File: src/rtl/pwm_pkg.sv
package pwm_pkg;
  typedef enum logic {PH_RAMP = 1'b0, PH_DEAD = 1'b1} phase_e;
endpackage

File: src/rtl/pwm_osc.sv
module pwm_osc
  import pwm_pkg::*;
#(
  parameter int W = 8
) (
  input  logic         clk_i,
  input  logic         rst_ni,
  input  logic         sync_i,
  input  logic [W-1:0] ramp_len_i,
  input  logic [W-1:0] dead_len_i,
  output logic [W-1:0] cnt_o,
  output logic         dead_o,
  output logic         wrap_o
);
  phase_e       ph_q;
  logic [W-1:0] cnt_q, ramp_q, dead_q;
  logic [W-1:0] ramp_end, dead_end;

  // length 0 behaves as 1
  assign ramp_end = (ramp_q == '0) ? '0 : ramp_q - 1'b1;
  assign dead_end = (dead_q == '0) ? '0 : dead_q - 1'b1;

  assign cnt_o  = cnt_q;
  assign dead_o = (ph_q == PH_DEAD);
  assign wrap_o = (ph_q == PH_DEAD) && (cnt_q == dead_end);

  always_ff @(posedge clk_i or negedge rst_ni) begin
    if (!rst_ni) begin
      ph_q   <= PH_DEAD;
      cnt_q  <= '0;
      ramp_q <= W'(1);
      dead_q <= W'(1);
    end else if (ph_q == PH_RAMP) begin
      if (sync_i || cnt_q == ramp_end) begin
        ph_q  <= PH_DEAD;
        cnt_q <= '0;
      end else begin
        cnt_q <= cnt_q + 1'b1;
      end
    end else begin
      if (cnt_q == dead_end) begin
        ph_q   <= PH_RAMP;
        cnt_q  <= '0;
        ramp_q <= ramp_len_i;
        dead_q <= dead_len_i;
      end else begin
        cnt_q <= cnt_q + 1'b1;
      end
    end
  end
endmodule

File: src/rtl/pwm_softstart.sv
module pwm_softstart #(
  parameter int W = 8
) (
  input  logic         clk_i,
  input  logic         rst_ni,
  input  logic         wrap_i,
  input  logic [W-1:0] step_i,
  input  logic         sd_i,
  input  logic         uvlo_i,
  output logic [W-1:0] ss_o
);
  localparam logic [W:0] SS_MAX = {1'b0, {W{1'b1}}};

  logic [W-1:0] ss_q;
  logic [W:0]   up_sum, dn_amt;

  assign up_sum = {1'b0, ss_q} + {1'b0, step_i};
  assign dn_amt = {step_i, 1'b0};
  assign ss_o   = ss_q;

  always_ff @(posedge clk_i or negedge rst_ni) begin
    if (!rst_ni)              ss_q <= '0;
    else if (uvlo_i)          ss_q <= '0;
    else if (wrap_i) begin
      if (sd_i)               ss_q <= ({1'b0, ss_q} > dn_amt) ? W'({1'b0, ss_q} - dn_amt) : '0;
      else if (up_sum > SS_MAX) ss_q <= '1;
      else                    ss_q <= up_sum[W-1:0];
    end
  end
endmodule

File: src/rtl/pwm_out_stage.sv
module pwm_out_stage #(
  parameter int W        = 8,
  parameter bit OFF_HIGH = 1'b0
) (
  input  logic         clk_i,
  input  logic         rst_ni,
  input  logic [W-1:0] cnt_i,
  input  logic         dead_i,
  input  logic         wrap_i,
  input  logic [W-1:0] demand_i,
  input  logic [W-1:0] ss_i,
  input  logic         pulldown_i,
  input  logic         sd_i,
  input  logic         uvlo_i,
  output logic         out_a_o,
  output logic         out_b_o
);
  logic [W-1:0] eff;
  logic         end_now, on, latch_q, steer_q, on_a_q, on_b_q;

  assign eff     = (demand_i < ss_i) ? demand_i : ss_i;
  assign end_now = !dead_i && (cnt_i >= eff || pulldown_i || sd_i || uvlo_i);
  assign on      = !dead_i && !latch_q && !end_now;

  always_ff @(posedge clk_i or negedge rst_ni) begin
    if (!rst_ni) begin
      latch_q <= 1'b0;
      steer_q <= 1'b1;
      on_a_q  <= 1'b0;
      on_b_q  <= 1'b0;
    end else begin
      latch_q <= dead_i ? 1'b0 : (latch_q | end_now);
      if (wrap_i) steer_q <= ~steer_q;
      on_a_q  <= on && !steer_q;
      on_b_q  <= on && steer_q;
    end
  end

  generate
    if (OFF_HIGH) begin : g_or_logic
      assign out_a_o = ~on_a_q;
      assign out_b_o = ~on_b_q;
    end else begin : g_nor_logic
      assign out_a_o = on_a_q;
      assign out_b_o = on_b_q;
    end
  endgenerate
endmodule

File: src/rtl/pwm_pushpull_ctrl.sv
module pwm_pushpull_ctrl #(
  parameter int W        = 8,
  parameter bit OFF_HIGH = 1'b0
) (
  input  logic         clk_i,
  input  logic         rst_ni,
  input  logic         sync_i,
  input  logic         shutdown_i,
  input  logic         uvlo_i,
  input  logic         pulldown_i,
  input  logic [W-1:0] demand_i,
  input  logic [W-1:0] ramp_len_i,
  input  logic [W-1:0] dead_len_i,
  input  logic [W-1:0] ss_step_i,
  output logic         out_a_o,
  output logic         out_b_o
);
  logic [W-1:0] cnt, ss_val;
  logic         dead_ph, wrap;

  pwm_osc #(.W(W)) u_osc (
    .clk_i, .rst_ni, .sync_i, .ramp_len_i, .dead_len_i,
    .cnt_o(cnt), .dead_o(dead_ph), .wrap_o(wrap)
  );

  pwm_softstart #(.W(W)) u_ss (
    .clk_i, .rst_ni, .wrap_i(wrap), .step_i(ss_step_i),
    .sd_i(shutdown_i), .uvlo_i, .ss_o(ss_val)
  );

  pwm_out_stage #(.W(W), .OFF_HIGH(OFF_HIGH)) u_out (
    .clk_i, .rst_ni, .cnt_i(cnt), .dead_i(dead_ph), .wrap_i(wrap),
    .demand_i, .ss_i(ss_val), .pulldown_i, .sd_i(shutdown_i), .uvlo_i,
    .out_a_o, .out_b_o
  );
endmodule

File: config.mk
export PLATFORM = sky130hd
export DESIGN_NAME = pwm_pushpull_ctrl
export DESIGN_NICKNAME = d
export VERILOG_FILES = /design/src/rtl/pwm_pkg.sv /design/src/rtl/pwm_osc.sv /design/src/rtl/pwm_softstart.sv /design/src/rtl/pwm_out_stage.sv /design/src/rtl/pwm_pushpull_ctrl.sv
export SDC_FILE = /design/constraint.sdc
export NUM_CORES = 1
export LEC_CHECK = 0
export BUFFER_PORTS_ARGS = -buffer_cell sky130_fd_sc_hd__buf_2
export CAP_MARGIN = 5
export CORE_ASPECT_RATIO = 0.9
export CORE_MARGIN = 1.5
export CORE_UTILIZATION = 45
export DETAILED_ROUTE_END_ITERATION = 16
export PLACE_DENSITY = 0.63
export RECOVER_POWER = 25
export SYNTH_ARGS = -nofsm -noshare
export SYNTH_HDL_FRONTEND = slang
export SYNTH_SLANG_ARGS = --single-unit
export TNS_END_PERCENT = 10
File: constraint.sdc
create_clock -name clk_i -period 9.7 [get_ports clk_i]
set_clock_uncertainty 0.1 [all_clocks]
set_input_delay 1.455 -clock clk_i [delete_from_list [all_inputs] [get_ports clk_i]]
set_output_delay 1.455 -clock clk_i [all_outputs]
set_load 0.01 [all_outputs]
==> flow_metrics.env, run 1 <==
export IMPL_postLayoutSetupSlackWorst_ns=5.10
export IMPL_hold_depth=1
export IMPL_synth_largest_area_cell="dfrtp_1"
export IMPL_dp_final_hpwl_um=5980
export IMPL_dr_pass1_iters=4
export IMPL_numCtsBuffers=5
export IMPL_clkTransAtPathRegs_ns=0.08
export IMPL_dp_slack_ns=4.79
export IMPL_cts_hold_buf=0
export IMPL_fin_nets=483
export IMPL_cts_tree="yes"
export IMPL_drive_gt1_share_pct=20.0
export IMPL_cp_max_fo=8
export IMPL_max_freq_mhz=217
export IMPL_power_density_nw_per_um2=226
export IMPL_grt_setup_unrepaired="no"
export IMPL_postCtsSetupBuffers=0
export IMPL_grtUsageTotal_pct=20.5
export IMPL_setup_violations=0
export IMPL_grt_ovfl_total=0
export IMPL_routed_top_layer="met4"
export IMPL_ios=40
export IMPL_yosysWarnings=0
export IMPL_wl_met2_um=3280
export IMPL_grt_antenna_before_repair=0
export IMPL_routed_wl_um=7690
export IMPL_route_layer_met1_wl_um=4070
export IMPL_maxCapViolCount=1
export IMPL_setup_tns_ns=0
export IMPL_relSlewSlack_pct=-33.4
export IMPL_synth_nets=450
export IMPL_seq_area_frac_synth_pct=27.2
export IMPL_cts_buffer_depth=2
export IMPL_die_h_um=85.7
export IMPL_synthTopCellsByCount="dfrtp_1, ha_1, nor2_1"
export IMPL_synth_edff_count=0
export IMPL_initial_core_util_pct=47.4
export IMPL_multiInputGateArea_um2=2290
export IMPL_async_reset_ff_share_pct=100
export IMPL_end_kind="flop"
export IMPL_row_count=29
export IMPL_worst_pin_slew_ns=2.00
export IMPL_die_area_um2=8130
export IMPL_synth_top_area_share_pct=24.1
export IMPL_layout_min_cycle_time_ns=4.60
export IMPL_start_kind="primary input"
export IMPL_hold_path_class="reg2reg"
export IMPL_syn_avg_cell_area_um2=9.07
export IMPL_hold_viol_final=0
export IMPL_worstHoldStart="u_out.steer_q$_DFFE_PN1P_"
export IMPL_area_growth_pct=10.1
export IMPL_core_um2=7220
export IMPL_wire_per_inst_um=15.3
export IMPL_ant_nets=0
export IMPL_crit_start="demand_i[1]"
export IMPL_min_period_over_period_pct=47.4
export IMPL_crit_arrival_ns=4.73
export IMPL_synth_distinct_cells=68
export IMPL_vias_per_cell=5.71
export IMPL_route_detailed_drc=0
export IMPL_vias=2878
export IMPL_netlist_instances=377
export IMPL_synth_area_um2=3420
export IMPL_timing_rr_start="u_ss.ss_o[1]$_DFFE_PN0P_"
export IMPL_seq_area_um2=931
export IMPL_violations="max-capacitance violations, max-slew violations"
export IMPL_ys_ff_latch=37
export IMPL_grt_max_degree=38
export IMPL_drtIter0Drc=137
export IMPL_path_class="in2reg"
export IMPL_clkLatencyLatePin_ns=0.29
export IMPL_clock_sinks=37
export IMPL_grt_pass1_vias=2663
export IMPL_port_buffers=39
export IMPL_ys_flop_type="dfrtp_1"
export IMPL_yosys_top_cells_area="dfrtp_1, ha_1, mux2_2"
export IMPL_met3_length_um=281
export IMPL_place_gp_congestion=0.843
export IMPL_outcome="finished with violations"
export IMPL_htreeDepth=2
export IMPL_diodes=0
export IMPL_reg2reg_depth=16
export IMPL_grt_pass1_wl_um=13100
export IMPL_chipWidth_um=94.9
export IMPL_p_leak_uw=0.00165
export IMPL_nFillCells=671
export IMPL_critPathRequiredTime_ns=9.83
export IMPL_final_max_slew_viol_count=38
export IMPL_ir_worst_vdd_mv=0.140
export IMPL_cts_root_buf="clkbuf_8"
export IMPL_cts_repair_resized=0
[power breakdown]
| group | switching, µW | internal (µW) | total (µW) |
|---|---|---|---|
| Sequential | 109 | 212 | 322 |
| Clock | 55.0 | 83.9 | 139 |
| Combinational | 195 | 195 | 390 |
[sequential cells by signal, summed over array words and instances (netlist names)]
signal         count
u_ss.ss_o          8
u_osc.cnt_o        8
u_out.latch_q      1
u_osc.dead_o       1
u_out.out_b_o      1
u_out.steer_q      1
u_osc.dead_q       8
u_out.out_a_o      1
u_osc.ramp_q       8
[final timing paths]
check                                            to  slack (ns)
setup reg to reg            u_out.out_a_o$_DFF_PN0_        5.80
hold reg to reg             u_out.out_a_o$_DFF_PN0_        0.42
hold / removal              u_out.out_a_o$_DFF_PN0_        0.42
setup / recovery            u_out.out_a_o$_DFF_PN0_        5.10
max in group asynchronous  u_ss.ss_o[5]$_DFFE_PN0P_        6.73
min in group asynchronous  u_osc.cnt_o[4]$_DFF_PN0_        1.62
[kinds of logic after synthesis]
family	after synthesis	synth area share [%]
simple gates	123	19.8
compound gates	94	20.7
buf+inv	42	6.07
flops	37	27.2
fa+ha+maj	35	13.2
xor+xnor	27	6.92
mux	19	5.96
[layout make-up]
class | count | share of cell area (%)
multi-input cells | 298 | 60.8
flip-flops and latches | 37 | 24.7
repair buffers | 41 | 5.55
well taps | 93 | 3.09
inverters | 27 | 2.69
clock buffers | 7 | 2.29
clock inverters | 1 | 0.798
[worst max-delay path, cell delays in order]
cell	delay (ns)
buf_2	0.10
ha_1	0.28
a21oi_1	0.14
nor2b_1	0.06
o21ai_0	0.19
a21oi_1	0.13
o41ai_4	0.58
mux2_2	0.41
ha_1	0.26
nand2b_1	0.14
a21o_1	0.17
a21o_1	0.17
a211oi_1	0.21
o21ai_0	0.13
a21oi_1	0.15
nor2b_1	0.14
[layer usage]
layer  vias to the layer above  GRT usage (%)
met1                      1375           31.5
li1                       1442              -
met4                         0           4.07
met5                         -              0
met3                         5           3.37
met2                        56           30.3
[cells in the final DEF, fill, tap and decap left out, types with 7 or more instances in the layout]
cell type / Yosys / final
inv_1: 27 / 27
nor3_1: 15 / 15
xnor2_1: 14 / 14
a21oi_1: 13 / 13
or3_1: 7 / 7
mux2_2: 11 / 11
xor2_1: 13 / 13
o21ai_0: 21 / 21
buf_2: 1 / 38
dfrtp_1: 33 / 33
ha_1: 33 / 33
mux2i_1: 8 / 8
nand2_1: 18 / 18
nand2b_1: 7 / 7
nor2_1: 32 / 32
[metrics by stage]
stage          hold slack [ns]  power, µW  utilization, %  instance area [µm²]  instances
3_5_place_dp             0.407        712            50.5                 3650        496
2_1_floorplan            0.384        617               -                 3420        377
4_1_cts                  0.425        855            52.1                 3760        504
3_3_place_gp             0.400        700            50.5                 3650        496
5_1_grt                  0.451        927            52.1                 3760        504
6_report                 0.421        851            52.1                 3760        504
Power figures use the tool's default switching activity.
==> run 2, diff against run 1 <==
Settings changed: PLACE_DENSITY 0.63 to 0.66.
Clock period 9.7 ns to 3.94 ns, I/O delays scaled along.
==> run 2 against run 1 <==
  * The flow still finishes with violations (max-capacitance violations, max-slew violations)
  * Die area stayed put
  * Global-route usage rose by 0.56 points
  * Clock power grew 100%
  * Count of clock-buffer cells in the layout grew 1
  * Register-to-register slack got worse by 5.4 ns
  * Largest cell class unchanged
  * Highest routed layer unchanged
==> flow_metrics.env, run 2 (synthesis results as in run 1) <==
export IMPL_htreeDepth=2
export IMPL_crit_path_end="u_out.out_a_o$_DFF_PN0_"
export IMPL_die_area_um2=8130
export IMPL_comb_power_share_pct=47.4
export IMPL_nFillCells=680
export IMPL_area_growth_pct=9.95
export IMPL_min_period_over_period_pct=91.1
export IMPL_postCtsSetupBuffers=0
export IMPL_port_buffers=39
export IMPL_max_freq_mhz=279
export IMPL_internal_power_uw=1150
export IMPL_wire_per_inst_um=15.5
export IMPL_chipWidth_um=94.9
export IMPL_layout_min_cycle_time_ns=3.59
export IMPL_grt_max_degree=38
export IMPL_rr_endpoint="u_out.out_a_o$_DFF_PN0_"
export IMPL_final_common_cell="buf_2"
export IMPL_clkLatencyLatePin_ns=0.29
export IMPL_p_leak_uw=0.00166
export IMPL_core_um2=7220
export IMPL_path_class="reg2reg"
export IMPL_hold_path_class="in2reg"
export IMPL_cp_max_fo=5
export IMPL_vias=2912
export IMPL_clkTransAtPathRegs_ns=0.07
export IMPL_cts_buffer_depth=2
export IMPL_cts_hold_buf=0
export IMPL_maxCapViolCount=1
export IMPL_timing_rr_start="u_ss.ss_o[1]$_DFFE_PN0P_"
export IMPL_worst_pin_slew_ns=2.00
export IMPL_grt_pass1_vias=2811
export IMPL_power_density_nw_per_um2=543
export IMPL_setup_violations=0
export IMPL_row_count=29
export IMPL_grt_ovfl_total=0
export IMPL_initial_core_util_pct=47.4
export IMPL_cts_tree="yes"
export IMPL_relSlewSlack_pct=-33.1
export IMPL_cts_root_buf="clkbuf_8"
export IMPL_reg2reg_depth=16
export IMPL_ios=40
export IMPL_reg2reg_slack_ns=0.35
export IMPL_drtIter0Drc=197
export IMPL_crit_start="u_ss.ss_o[1]$_DFFE_PN0P_"
export IMPL_grt_setup_unrepaired="no"
export IMPL_fin_nets=486
export IMPL_clock_sinks=37
export IMPL_outcome="finished with violations"
export IMPL_postLayoutSetupSlackWorst_ns=0.352
export IMPL_cts_repair_resized=0
export IMPL_dp_final_hpwl_um=6010
export IMPL_setup_tns_ns=0
export IMPL_hold_viol_final=0
export IMPL_drive_gt1_share_pct=20.3
export IMPL_diodes=0
export IMPL_grtUsageTotal_pct=21.1
export IMPL_numCtsBuffers=5
export IMPL_p_seq_share_pct=38.9
export IMPL_grt_pass1_wl_um=13500
export IMPL_dr_pass1_iters=4
export IMPL_switching_share_pct=43.7
export IMPL_crit_arrival_ns=3.71
export IMPL_start_kind="flop"
export IMPL_violations="max-capacitance violations, max-slew violations"
export IMPL_dp_slack_ns=0.179
export IMPL_grt_antenna_before_repair=0
export IMPL_critPathRequiredTime_ns=4.06
export IMPL_end_kind="flop"
export IMPL_final_max_slew_viol_count=38
export IMPL_routed_wl_um=7840
export IMPL_route_detailed_drc=0
export IMPL_place_gp_congestion=0.869
export IMPL_ant_nets=0
export IMPL_clockPowerShare_pct=13.7
export IMPL_vias_per_cell=5.74
export IMPL_ir_worst_vdd_mv=0.357
export IMPL_die_h_um=85.7
export IMPL_p_switching_uw=893
export IMPL_mostFrequentLayoutCells="buf_2, ha_1, dfrtp_1"
run 2: cell types whose count changed in the layout (fill, tap and decap cells not counted), sizes merged:
cell    previous run  this run
clkbuf             8         9
buf               40        43
bufinv             1         0
run 2: worst max-delay path, stage by stage, from the launching register on:
cell and delay [ns]:
dfrtp_1 0.44, inv_1 0.11, ha_1 0.28, a21oi_1 0.16, nor2b_1 0.06, o21ai_0 0.19, a21oi_1 0.13, o41ai_4 0.27
mux2_2 0.38, ha_1 0.26, nand2b_1 0.14, a21o_1 0.17, a21o_1 0.16, a211oi_1 0.22, o21ai_0 0.14, a21oi_1 0.16
nor2b_1 0.15
run 2: layout make-up:
type                       instances  area (µm²)  area share [%]
timing repair buffer              44         231            6.16
multi-input combinational        298        2290            60.9
sequential                        37         931            24.8
inverter                          27         101            2.70
tap                               93         116            3.09
clock buffer                       8        90.1            2.40
run 2: how the worst min path moves through the flow:
stage                              start                           to  slack [ns]  cells after the start
3_3_place_gp   u_out.steer_q$_DFFE_PN1P_      u_out.out_a_o$_DFF_PN0_        0.40                      1
2_1_floorplan                     rst_ni     u_osc.cnt_o[0]$_DFF_PN0_        0.20                      0
6_report                   ramp_len_i[4]  u_osc.ramp_q[4]$_DFFE_PN0P_        0.40                      3
3_5_place_dp   u_out.steer_q$_DFFE_PN1P_      u_out.out_a_o$_DFF_PN0_        0.42                      1
5_1_grt                    ramp_len_i[1]  u_osc.ramp_q[1]$_DFFE_PN0P_        0.41                      3
4_1_cts                           rst_ni      u_out.out_a_o$_DFF_PN0_        0.33                      1
run 2: metal layers:
metal,vias up,routed length (µm),part of all wire [%],track usage (%)
met2,57,3420,44,31.3
met5,-,0,0,0
met1,1399,4060,52,31.4
met3,2,325,4.1,3.72
li1,1454,-,-,-
met4,0,42,0.54,5.56
run 2: power by group through the flow:
stage | sequential (µW) | clock, µW | combinational, µW
after floorplan | 645 | 0 | 875
after global placement | 789 | 0 | 935
after detailed placement | 795 | 0 | 964
after CTS | 791 | 288 | 971
after global routing | 821 | 310 | 1110
final | 795 | 280 | 969
run 2: per-stage QoR:
step,hold WS (ns),util (%),cells,area [µm²],total power [µW]
5_1_grt,0.412,52.1,507,3760,2240
4_1_cts,0.325,52.1,507,3760,2050
6_report,0.404,52.1,507,3760,2040
3_3_place_gp,0.401,50.8,499,3670,1720
3_5_place_dp,0.419,50.8,499,3670,1760
2_1_floorplan,0.195,-,377,3420,1520
==> run 3, diff against run 2 <==
Settings changed: ABC_AREA set to 1, PLACE_DENSITY 0.66 to 0.65.
==> run 3 against run 2 <==
  * The run still ends with max-capacitance violations, max-slew violations left
  * Non-clock buffer count fell by 4
  * Final cell count rose by 42%
  * Flip-flop and latch count did not move
  * Synthesized cell count rose by 55%
  * Setup slack improved by 0.34 ns
  * Combinational power fell by 89%
  * Maximum frequency rose by 11%
  * Global-route usage rose by 2.2 points
  * Count of clock-buffer cells in the layout fell by 2
  * Final area rose by 8.6%
  * Sequential power fell by 52%
  * Via count rose by 32%
==> flow_metrics.env, run 3 <==
export IMPL_final_max_slew_viol_count=38
export IMPL_synth_area_um2=3750
export IMPL_area_growth_pct=8.73
export IMPL_hold_path_class="reg2reg"
export IMPL_cts_tree="yes"
export IMPL_diodes=0
export IMPL_yosysWarnings=0
export IMPL_synth_nets=658
export IMPL_vias_per_cell=5.32
export IMPL_row_count=31
export IMPL_reg2reg_slack_ns=0.70
export IMPL_core_um2=8070
export IMPL_synthTopCellsByCount="nand2_1, inv_1, nand3_1"
export IMPL_cts_buffer_depth=2
export IMPL_synth_most_common_cell="nand2_1"
export IMPL_relSlewSlack_pct=-39.1
export IMPL_synth_top_area_share_pct=22.0
export IMPL_start_kind="flop"
export IMPL_wire_per_inst_um=13.5
export IMPL_hold_depth=2
export IMPL_mostFrequentLayoutCells="nand2_1, inv_1, nand3_1"
export IMPL_die_h_um=89.6
export IMPL_route_layer_met1_wl_um=5310
export IMPL_ant_nets=0
export IMPL_clock_sinks=37
export IMPL_drtIter0Drc=240
export IMPL_grt_pass1_vias=3522
export IMPL_htreeDepth=2
export IMPL_wl_met2_um=3990
export IMPL_netlist_instances=585
export IMPL_worst_pin_slew_ns=2.09
export IMPL_violations="max-capacitance violations, max-slew violations"
export IMPL_cp_cell_sequence="inv_1 -> ha_1 -> nand2_1 -> o211ai_1 -> o21ai_0 -> ha_1 -> a21oi_1 -> o21ai_0 -> nand2_1 -> nand4_1 -> or3_1 -> nor2_1"
export IMPL_met3_length_um=387
export IMPL_grt_max_degree=38
export IMPL_outcome="finished with violations"
export IMPL_clkTransAtPathRegs_ns=0.08
export IMPL_postCtsSetupBuffers=0
export IMPL_grt_pass1_wl_um=16800
export IMPL_p_leak_uw=0.00237
export IMPL_yosys_top_cells_area="dfrtp_1, nand2_1, ha_1"
export IMPL_grt_ovfl_total=0
export IMPL_async_reset_ff_share_pct=100
export IMPL_die_area_um2=8900
export IMPL_reg2reg_depth=12
export IMPL_cts_repair_resized=0
export IMPL_synth_distinct_cells=33
export IMPL_postLayoutSetupSlackWorst_ns=0.696
export IMPL_setup_violations=0
export IMPL_rr_endpoint="u_out.out_a_o$_DFF_PN0_"
export IMPL_worstHoldStart="u_out.steer_q$_DFFE_PN1P_"
export IMPL_grt_setup_unrepaired="no"
export IMPL_dp_slack_ns=0.611
export IMPL_power_density_nw_per_um2=183
export IMPL_min_to="u_out.steer_q$_DFFE_PN1P_"
export IMPL_slowest_delay_ns=0.75
export IMPL_crit_arrival_ns=3.37
export IMPL_initial_core_util_pct=46.5
export IMPL_ys_flop_type="dfrtp_1"
export IMPL_hold_viol_final=0
export IMPL_routed_top_layer="met4"
export IMPL_synth_edff_count=0
export IMPL_ios=40
export IMPL_ir_worst_vdd_mv=0.108
export IMPL_dr_pass1_iters=5
export IMPL_seq_area_frac_synth_pct=24.8
export IMPL_path_class="reg2reg"
export IMPL_setup_tns_ns=0
export IMPL_clkLatencyLatePin_ns=0.29
export IMPL_cts_hold_buf=0
export IMPL_synth_largest_area_cell="dfrtp_1"
export IMPL_cp_max_fo=16
export IMPL_numCtsBuffers=5
export IMPL_cpLargestDelayFamily="compound AO/OA/AOI/OAI gates"
export IMPL_nFillCells=868
export IMPL_dp_final_hpwl_um=7560
export IMPL_end_kind="flop"
export IMPL_drive_gt1_share_pct=10.8
export IMPL_cts_root_buf="clkbuf_8"
export IMPL_layout_min_cycle_time_ns=3.24
export IMPL_ys_ff_latch=37
export IMPL_max_freq_mhz=308
export IMPL_maxCapViolCount=1
export IMPL_critPathBufInv=1
export IMPL_timing_rr_start="u_ss.ss_o[7]$_DFFE_PN0P_"
export IMPL_cp_slowest_cell="o211ai_1"
export IMPL_vias=3841
export IMPL_fin_nets=695
export IMPL_port_buffers=39
export IMPL_place_gp_congestion=0.915
export IMPL_route_detailed_drc=0
export IMPL_grtUsageTotal_pct=23.3
export IMPL_routed_wl_um=9760
export IMPL_grt_antenna_before_repair=0
export IMPL_final_common_cell="nand2_1"
export IMPL_min_period_over_period_pct=82.3
export IMPL_critPathRequiredTime_ns=4.06
export IMPL_syn_avg_cell_area_um2=6.42
export IMPL_chipWidth_um=99.3
-- run 3: tightest hold or removal path, stage by stage, from the launching register on --
cell and delay [ns]:
dfstp_2 0.38, nand2_1 0.05, nand2_1 0.05
-- run 3: final cells by class --
class | instances | area (µm²) | area share [%]
multi-input combinational | 454 | 2430 | 59.5
sequential | 37 | 931 | 22.8
inverter | 84 | 315 | 7.73
timing repair buffer | 40 | 201 | 4.94
tap | 99 | 124 | 3.03
clock buffer | 6 | 72.6 | 1.78
clock inverter | 2 | 10.0 | 0.245
-- run 3: power breakdown --
part	switching, µW	total [µW]	internal (µW)	leakage [µW]
Combinational	62.5	103	40.7	0.00191
Sequential	0.0000000000000133	380	380	0.000420
Clock	141	264	123	0.0000450
-- run 3: cells by family after synthesis --
family / count (synthesis) / share of synthesized area [%]
buf+inv: 94 / 10.5
compound gates: 42 / 6.00
simple gates: 367 / 44.3
xor+xnor: 10 / 2.33
fa+ha+maj: 35 / 12.1
flops: 37 / 24.8
-- run 3: per-stage QoR --
stage                     cell area [µm²]  power, µW  std cells  utilization, %  hold WS [ns]
after floorplan                      3750        447        585               -         0.195
after global placement               4000        487        714            49.6         0.356
after detailed placement             4000        491        714            49.6         0.368
after CTS                            4080        758        722            50.6         0.340
after global routing                 4080        787        722            50.6         0.406
final                                4080        747        722            50.6         0.377
-- run 3: how the worst max path moves through the flow --
stage / start / endpoint / slack [ns] / cells after the start
final: u_ss.ss_o[7]$_DFFE_PN0P_ / u_out.out_a_o$_DFF_PN0_ / 0.70 / 12
after global routing: u_ss.ss_o[7]$_DFFE_PN0P_ / u_out.out_a_o$_DFF_PN0_ / 0.33 / 13
after CTS: u_ss.ss_o[7]$_DFFE_PN0P_ / u_out.out_a_o$_DFF_PN0_ / 0.72 / 12
after detailed placement: demand_i[7] / u_out.out_a_o$_DFF_PN0_ / 0.61 / 12
after global placement: demand_i[7] / u_out.out_a_o$_DFF_PN0_ / 0.69 / 11
after floorplan: demand_i[1] / u_out.out_a_o$_DFF_PN0_ / 1.04 / 15
-- run 3: layer usage --
layer,vias up,global-route usage [%]
li1,1987,-
met1,1762,35.4
met2,84,35.8
met3,8,3.02
met4,0,3.97
met5,-,0
